**config.mk**
```make
export PLATFORM = sky130hd
export DESIGN_NAME = shf16_flags
export DESIGN_NICKNAME = d
export VERILOG_FILES = /design/src/rtl/shf16_pkg.sv /design/src/rtl/shf16_core.sv /design/src/rtl/shf16_flags_gen.sv /design/src/rtl/shf16_flags.sv
export SDC_FILE = /design/constraint.sdc
export NUM_CORES = 1
export LEC_CHECK = 0
export CAP_MARGIN = 20
export CORE_MARGIN = 2
export CORE_UTILIZATION = 60
export CTS_BUF_LIST = sky130_fd_sc_hd__clkbuf_8 sky130_fd_sc_hd__clkbuf_16
export DETAILED_ROUTE_END_ITERATION = 6
export DONT_BUFFER_PORTS = 1
export GPL_TIMING_DRIVEN = 0
export PLACE_DENSITY = 0.78
export SETUP_SLACK_MARGIN = 0.15
export SLEW_MARGIN = 30
export SYNTH_ARGS = -nofsm -noshare
export SYNTH_HDL_FRONTEND = slang
export SYNTH_SLANG_ARGS = --single-unit
```
**constraint.sdc**
```tcl
create_clock -name clk -period 1.3 [get_ports clk]
set_input_delay 0.26 -clock clk [delete_from_list [all_inputs] [get_ports clk]]
set_output_delay 0.26 -clock clk [all_outputs]
set_load 0.005 [all_outputs]
```
**src/rtl/shf16_pkg.sv**
```systemverilog
package shf16_pkg;
  typedef enum logic [1:0] {
    SH_LEFT  = 2'b00,
    SH_RIGHT = 2'b01,
    SH_ARITH = 2'b10,
    SH_PASS  = 2'b11
  } shop_e;
endpackage

```
**src/rtl/shf16_core.sv**
```systemverilog
module shf16_core
  import shf16_pkg::*;
#(
  parameter int W  = 16,
  parameter int CW = 8
) (
  input  shop_e          op,
  input  logic [W-1:0]   a,
  input  logic [CW-1:0]  cnt,
  output logic [W-1:0]   res,
  output logic           cf,
  output logic           of,
  output logic           act
);
  localparam int MB = $clog2(2 * W);

  logic [MB-1:0]  n;
  logic [2*W-1:0] wl, wr, wa;

  assign n = cnt[MB-1:0];

  always_comb begin
    wl = {{W{1'b0}}, a} << n;
    wr = {a, {W{1'b0}}} >> n;
    wa = $signed({a, {W{1'b0}}}) >>> n;
  end

  always_comb begin
    res = a;
    cf  = 1'b0;
    of  = 1'b0;
    act = 1'b0;
    if (n != '0) begin
      unique case (op)
        SH_LEFT: begin
          res = wl[W-1:0];
          cf  = wl[W];
          of  = wl[W] ^ wl[W-1];
          act = 1'b1;
        end
        SH_RIGHT: begin
          res = wr[2*W-1:W];
          cf  = wr[W-1];
          of  = wr[2*W-1] ^ wr[2*W-2];
          act = 1'b1;
        end
        SH_ARITH: begin
          res = wa[2*W-1:W];
          cf  = wa[W-1];
          of  = 1'b0;
          act = 1'b1;
        end
        default: begin
          res = a;
        end
      endcase
    end
  end
endmodule

```
**src/rtl/shf16_flags_gen.sv**
```systemverilog
module shf16_flags_gen #(
  parameter int W = 16
) (
  input  logic [W-1:0] res,
  input  logic         act,
  output logic         sf,
  output logic         zf,
  output logic         pf,
  output logic         af
);
  always_comb begin
    sf = act & res[W-1];
    zf = act & (res == '0);
    pf = act & ~(^res[7:0]);
    af = 1'b0;
  end
endmodule

```
**src/rtl/shf16_flags.sv**
```systemverilog
module shf16_flags
  import shf16_pkg::*;
#(
  parameter int W  = 16,
  parameter int CW = 8
) (
  input  logic          clk,
  input  logic          rst_n,
  input  logic          issue_i,
  input  logic [1:0]    op_i,
  input  logic [W-1:0]  opnd_i,
  input  logic [CW-1:0] cnt_i,
  output logic          rvld_o,
  output logic [W-1:0]  res_o,
  output logic          cf_o,
  output logic          of_o,
  output logic          sf_o,
  output logic          zf_o,
  output logic          pf_o,
  output logic          af_o,
  output logic          fupd_o
);
  localparam int MB = $clog2(2 * W);

  logic [W-1:0] c_res;
  logic         c_cf, c_of, c_act, c_sf, c_zf, c_pf, c_af;

  shf16_core #(.W(W), .CW(CW)) u_core (
    .op  (shop_e'(op_i)),
    .a   (opnd_i),
    .cnt (cnt_i),
    .res (c_res),
    .cf  (c_cf),
    .of  (c_of),
    .act (c_act)
  );

  shf16_flags_gen #(.W(W)) u_flg (
    .res (c_res),
    .act (c_act),
    .sf  (c_sf),
    .zf  (c_zf),
    .pf  (c_pf),
    .af  (c_af)
  );

  // next state
  logic [W-1:0] res_d;
  logic         cf_d, of_d, sf_d, zf_d, pf_d, af_d, upd_d;

  always_comb begin
    res_d = res_o;
    cf_d  = cf_o;
    of_d  = of_o;
    sf_d  = sf_o;
    zf_d  = zf_o;
    pf_d  = pf_o;
    af_d  = af_o;
    upd_d = fupd_o;
    if (issue_i) begin
      res_d = c_res;
      cf_d  = c_cf;
      of_d  = c_of;
      sf_d  = c_sf;
      zf_d  = c_zf;
      pf_d  = c_pf;
      af_d  = c_af;
      upd_d = c_act;
    end
  end

  // registers
  always_ff @(posedge clk or negedge rst_n) begin
    if (!rst_n) begin
      rvld_o <= 1'b0;
      res_o  <= '0;
      cf_o   <= 1'b0;
      of_o   <= 1'b0;
      sf_o   <= 1'b0;
      zf_o   <= 1'b0;
      pf_o   <= 1'b0;
      af_o   <= 1'b0;
      fupd_o <= 1'b0;
    end else begin
      rvld_o <= issue_i;
      res_o  <= res_d;
      cf_o   <= cf_d;
      of_o   <= of_d;
      sf_o   <= sf_d;
      zf_o   <= zf_d;
      pf_o   <= pf_d;
      af_o   <= af_d;
      fupd_o <= upd_d;
    end
  end

  // assertions
  p_zero_count_r2: assert property (@(posedge clk) disable iff (!rst_n)
    (issue_i && cnt_i[MB-1:0] == '0) |=> (!fupd_o && res_o == $past(opnd_i)));

  p_left_far_r4: assert property (@(posedge clk) disable iff (!rst_n)
    (issue_i && op_i == SH_LEFT && cnt_i[MB-1:0] > MB'(W)) |=> (res_o == '0 && !cf_o));

  p_sar_sat_r7: assert property (@(posedge clk) disable iff (!rst_n)
    (issue_i && op_i == SH_ARITH && cnt_i[MB-1:0] >= MB'(W))
      |=> (res_o == {W{$past(opnd_i[W-1])}} && cf_o == $past(opnd_i[W-1])));

  p_no_overflow_r8: assert property (@(posedge clk) disable iff (!rst_n)
    (issue_i && op_i == SH_ARITH) |=> !of_o);

  p_aux_clear_r10: assert property (@(posedge clk) disable iff (!rst_n)
    rvld_o |-> !af_o);

  p_pass_r11: assert property (@(posedge clk) disable iff (!rst_n)
    (issue_i && op_i == SH_PASS) |=> (!fupd_o && res_o == $past(opnd_i)));

  p_valid_r12: assert property (@(posedge clk) disable iff (!rst_n)
    1'b1 |=> (rvld_o == $past(issue_i)));

  p_hold_r12: assert property (@(posedge clk) disable iff (!rst_n)
    !issue_i |=> $stable(res_o));
endmodule

```
==> flow_metrics.py, run 1 <==
metrics = {
    "status": {
        "outcome": "complete, but fails checks",
        "violations": "design-rule violations, negative setup slack",
    },
    "yosys": {
        "async_flop_share_pct": 100,
        "yosys.area_share.simple_pct": 13.7,
        "synth_cells": 321,
        "syn-num-nets": 354,
        "ys.flop_type": "dfrtp_1",
        "avgSynthCellArea_um2": 9.42,
        "synthXorXnorAreaFrac_pct": 1.74,
        "synth_top_family_by_area": "multiplexers",
        "synth-edff-count": 0,
        "yosysWarnings": 0,
        "synth_mux_area_share_pct": 33.3,
        "synth_compound_area_share_pct": 21.7,
        "ys_ff_latch": 23,
        "yosysSeqAreaShare_pct": 19.0,
        "yosys.area_share.adder_pct": 1.65,
        "yosysUniqueCellTypes": 69,
        "synth_area_um2": 3020,
    },
    "setup_path": {
        "rrSetupSlack_ps": 350,
        "startpoint_type": "primary input",
        "critPathCaptureType": "flop",
        "path_max_fanout": 4,
        "worstPathArrival_ps": 3570,
        "worstSetupPathType": "in2reg",
        "cp.required_ps": 1510,
    },
    "placed_design": {
        "dp_hpwl_um": 7320,
        "portBuffers": 0,
        "gp_congestion": 1.01,
        "dp_cells": 388,
        "place_ws_ps": -1660,
    },
    "cells_and_area": {
        "fin_cells": 461,
        "drive_above_1_share_pct": 55.1,
        "area_growth_pct": 46.6,
        "fin_nets": 428,
        "diodes": 0,
        "fill_cells": 151,
    },
    "clock_network": {
        "path_clk_slew_ps": 80,
        "cts_root_buf": "clkbuf_8",
        "cts_tree": "done",
        "cts_max_path_buffers": 2,
        "cts_sinks": 23,
        "cts_buffers": 3,
        "insertion_delay_ps": 270,
        "cts_max_level": 1,
    },
    "sta": {
        "worst_slew_pin_slew_ps": 945,
        "timing.final.crit_period_ps": 3350,
        "rsz0062_at_grt": "yes",
        "skew_ps": 0,
        "tns_ps": -20060,
        "clock.fmax_mhz": 298,
        "relSlewSlack_pct": 36.7,
        "fin_crit_sh_pct": 258,
        "fin_ws_ps": -2050,
        "finalHoldViolCount": 0,
        "setup_viol": 22,
        "drv_slew": 0,
    },
    "route": {
        "drt_iter0_drc": 1253,
        "avgViaCountPerCell": 8.81,
        "vias": 4060,
        "dr.pass1.iters": 7,
        "wl_per_cell_um": 35.2,
        "drc_errors": 241,
        "wirelength_um": 16200,
        "ant_nets": 0,
    },
    "pwr": {
        "p_per_area_nw_per_um2": 768,
        "vdd_drop_max_mv": 0.763,
        "leakagePower_uw": 0.00180,
    },
    "global_routing": {
        "grt_overflow": 0,
        "grt_pass1_wl_um": 17400,
        "grt_max_degree": 24,
        "grt_usage_pct": 42.0,
        "first_global_vias": 3157,
        "antenna_found_initial": 0,
    },
    "die": {
        "die_h_um": 75.0,
        "dieArea_um2": 5620,
        "initial_core_util_pct": 63.2,
        "coreArea_um2": 4790,
        "die_w_um": 75.0,
        "io-pin-count": 53,
        "rows": 25,
    },
    "min_path": {
        "hold_class": "in2reg",
    },
    "run": {
        "cap_violations": 0,
    },
}
## timing repair
| item | in CTS | in global routing |
|---|---|---|
| hold buffers | 1 | 1 |
| hold endpoints to repair | 23 | 23 |
| setup endpoints to repair | 22 | 22 |
| gates cloned | 0 | 1 |
| buffers inserted | 40 | 26 |
| pin swaps | 19 | 29 |
| resized for setup | 84 | 63 |
## layout make-up
| cell class | count | area [um2] | share of cell area, % |
|---|---|---|---|
| Multi-Input combinational cell | 248 | 2700 | 60.9 |
| Timing Repair Buffer | 69 | 688 | 15.5 |
| Sequential cell | 23 | 576 | 13.0 |
| Buffer | 31 | 268 | 6.04 |
| Tap cell | 67 | 83.8 | 1.89 |
| Inverter | 19 | 72.6 | 1.64 |
| Clock buffer | 3 | 41.3 | 0.931 |
| Clock inverter | 1 | 5.00 | 0.113 |
## kinds of logic (layout without fill, tap and decap cells)
family          after synthesis  in the layout
compound gates               88             88
xor+xnor                      6              6
fa+ha+maj                     4              4
buf+inv                      50            123
flops                        23             23
mux                          67             67
other cells                   1              1
simple gates                 82             82
## worst max-delay path, cell delays in order
cell and delay, ps:
buf_12 90, buf_6 90, buf_8 120, mux4_2 580, mux2i_2 410, o31ai_1 270, o32ai_2 420, ha_1 240
nand4_1 120, nor2_1 110, nand3_1 140, nor4_2 460, a41o_1 260
## registers in the layout (all words and copies together), names as in the netlist
name,flops
zf_o,1
rvld_o,1
sf_o,1
res_o,16
of_o,1
pf_o,1
cf_o,1
fupd_o,1
## cells in the mapped netlist, types with 8 or more instances
cell type | instances | area, um2
o21ai_0 | 10 | 50.1
a211oi_1 | 8 | 60.1
mux4_2 | 20 | 450
a21oi_1 | 15 | 75.1
mux2i_1 | 30 | 300
nand2_1 | 20 | 75.1
nor2_1 | 24 | 90.1
buf_2 | 12 | 60.1
dfrtp_1 | 23 | 576
inv_1 | 18 | 67.6
clkbuf_1 | 10 | 37.5
## power by group
group          leakage [uW]  switching (uW)  internal (uW)
sequential         0.000287             102            821
combinational       0.00149            1070            958
clock             0.0000255             243            215
total               0.00180            1410           1990
## worst paths after layout
kind                           from   endpoint  cells past startpoint
min in group asynchronous     rst_n  res_o[10]                      2
max in group asynchronous     rst_n       of_o                      2
setup / recovery           cnt_i[0]       zf_o                     13
hold / removal              issue_i     rvld_o                      0
setup reg to reg           res_o[6]   res_o[6]                      2
hold reg to reg            res_o[8]   res_o[8]                      1
## metal layers
| metal | wire length (um) | vias to the layer above | GRT usage (%) |
|---|---|---|---|
| li1 | - | 1390 | - |
| met1 | 5280 | 1821 | 58.3 |
| met2 | 6510 | 605 | 62.5 |
| met3 | 2630 | 244 | 10.8 |
| met4 | 1810 | 0 | 17.9 |
| met5 | 0 | - | 0 |
## cells in the final DEF, fill, tap and decap left out, types with 4 or more instances in the layout
cell type,n
buf_2,8
clkbuf_1,6
a21oi_1,9
nor2b_1,4
inv_1,18
nand3_1,4
buf_4,36
buf_6,32
mux4_2,23
a211oi_2,4
buf_12,7
mux2i_1,25
mux2i_4,4
o221ai_2,5
a21oi_2,5
dfrtp_1,23
nor2_1,18
nand2_2,4
clkbuf_2,4
buf_8,4
o21ai_0,5
nand2_1,16
nor2_4,4
or2_2,4
o21ai_1,4
mux2_4,9
## metrics by stage
step | total power, uW | hold slack (ps) | area [um2] | util (%)
3_3_place_gp | 1990 | -35.2 | 3190 | 66.6
5_1_grt | 3460 | 0.448 | 4430 | 92.6
2_1_floorplan | 1770 | -35.6 | 3100 | -
6_report | 3400 | 5.90 | 4430 | 92.6
3_5_place_dp | 2010 | -35.2 | 3190 | 66.6
4_1_cts | 2800 | 9.89 | 3890 | 81.2
No activity file was read; power rests on OpenSTA's default activity.
==> run 2, diff against run 1 <==
--- a/config.mk
+++ b/config.mk
@@ -18,3 +18,4 @@
 export SYNTH_ARGS = -nofsm -noshare
 export SYNTH_HDL_FRONTEND = slang
 export SYNTH_SLANG_ARGS = --single-unit
+export TNS_END_PERCENT = 1
==> flow_metrics.py, run 2 (synthesized netlist as in run 1, its figures left out) <==
metrics = {
    "status": {
        "outcome": "complete, but fails checks",
        "violations": "negative setup slack",
    },
    "cells_and_area": {
        "fin_nets": 376,
        "postLayoutCoreUtil_pct": 75.0,
        "layout_common_cells": "26 x mux2i_1, 23 x dfrtp_1, 22 x nor2_1, 22 x mux4_2, 20 x nand2_1",
        "multi_input_area_um2": 2420,
        "largest_register_ffs": 16,
        "mostFrequentLayoutCell": "mux2i_1",
        "regArea_um2": 576,
        "top_register": "res_o",
        "area_growth_pct": 18.7,
        "drive_above_1_share_pct": 38.6,
        "diodes": 0,
        "fill_cells": 342,
        "fin_cells": 409,
    },
    "setup_path": {
        "rrSetupSlack_ps": 430,
        "cp.required_ps": 1500,
        "path_max_fanout": 8,
        "critPathCaptureType": "flop",
        "startpoint_type": "primary input",
        "worstSetupPathType": "in2reg",
        "worstPathArrival_ps": 2760,
    },
    "clock_network": {
        "cts_max_level": 1,
        "cts_root_buf": "clkbuf_8",
        "cts_buffers": 3,
        "path_clk_slew_ps": 80,
        "insertion_delay_ps": 260,
        "cts_max_path_buffers": 2,
        "cts_sinks": 23,
        "cts_tree": "done",
    },
    "placed_design": {
        "portBuffers": 0,
        "dp_cells": 388,
        "dp_hpwl_um": 7250,
        "gp_congestion": 1.02,
    },
    "pwr": {
        "vdd_drop_max_mv": 0.928,
        "leakagePower_uw": 0.00143,
        "p_per_area_nw_per_um2": 752,
    },
    "route": {
        "drc_errors": 0,
        "avgViaCountPerCell": 7.46,
        "wl_per_cell_um": 25.0,
        "wirelength_um": 10200,
        "ant_nets": 0,
        "dr.pass1.iters": 5,
        "vias": 3052,
        "drt_iter0_drc": 379,
    },
    "global_routing": {
        "grt_pass1_wl_um": 15400,
        "first_global_vias": 2806,
        "grt_usage_pct": 37.0,
        "grt_max_degree": 24,
        "grt_overflow": 0,
        "antenna_found_initial": 0,
    },
    "die": {
        "die_h_um": 75.0,
        "initial_core_util_pct": 63.2,
        "dieArea_um2": 5620,
        "rows": 25,
        "io-pin-count": 53,
        "die_w_um": 75.0,
        "coreArea_um2": 4790,
    },
    "sta": {
        "fin_crit_sh_pct": 197,
        "rsz0062_at_grt": "yes",
        "finalHoldViolCount": 0,
        "clock.fmax_mhz": 390,
        "skew_ps": 0,
        "drv_slew": 0,
        "worst_slew_pin_slew_ps": 698,
        "timing.final.crit_period_ps": 2570,
        "relSlewSlack_pct": 53.4,
        "setup_viol": 22,
        "fin_ws_ps": -1270,
    },
    "run": {
        "cap_violations": 0,
    },
    "min_path": {
        "hold_class": "in2reg",
    },
}
==> run 2: cell types whose count changed in the layout (fill, tap and decap cells not counted), sizes merged <==
cell / change
clkinv: -1
buf: -54
clkbuf: +2
inv: +1
==> run 2: path summary, 6_finish.rpt <==
path / end / depth (start not counted) / start
max: pf_o / 14 / cnt_i[0]
min: rvld_o / 0 / issue_i
max reg2reg: res_o[6] / 2 / res_o[6]
min reg2reg: res_o[13] / 1 / res_o[13]
max in group asynchronous: res_o[10] / 2 / rst_n
min in group asynchronous: res_o[15] / 2 / rst_n
==> run 2: power breakdown <==
group	leakage, uW	switching [uW]	total (uW)	internal, uW
Combinational	0.00112	723	1360	637
Sequential	0.000287	82.9	904	821
Clock	0.0000269	223	434	211
Total	0.00143	1030	2700	1670
==> run 2: final cells by class <==
cell class,instances,share of cell area (%)
Clock buffer,3,1.15
Multi-Input combinational cell,248,67.5
Inverter,19,2.02
Timing Repair Buffer,17,3.87
Buffer,31,7.01
Clock inverter,1,0.105
Sequential cell,23,16.0
Tap cell,67,2.34
==> run 2: per-stage QoR <==
step	hold WS (ps)	setup slack (ps)	setup TNS [ps]	cell area, um2	power, uW
2_1_floorplan	-35.6	-1270	-13830	3040	1730
3_3_place_gp	-35.2	-1810	-21370	3120	1970
3_5_place_dp	-35.2	-1810	-21360	3120	1980
4_1_cts	15.1	-1170	-12260	3420	2550
5_1_grt	5.80	-1340	-14300	3590	2830
6_report	17.6	-1270	-13150	3590	2700
==> run 2: per-layer routing <==
layer | vias to the layer above | GRT usage (%) | part of all wire, %
met1 | 1448 | 51.1 | 39
met2 | 275 | 56.4 | 46
met3 | 35 | 11.8 | 12
li1 | 1294 | - | -
met5 | - | 0 | 0
met4 | 0 | 10.3 | 2.9
==> run 2: what timing repair did <==
item                                    4_1_cts  5_1_grt
endpoints found under the setup margin       22       22
gates resized for setup                      41       36
hold buffers                                  1        1
cloned                                        0        0
hold endpoints to repair                     23       23
setup buffers                                12        3
pin swaps                                    13        5
==> run 2: worst max-delay path, cell delays in order <==
cell	delay [ps]
buf_12	110
buf_12	130
buf_12	140
mux4_2	350
nand2_1	80
a21oi_1	190
a21oi_1	60
o311ai_1	360
nand2_1	120
ha_1	360
xor2_2	190
xnor2_1	210
nand3_1	110
o21ai_1	100
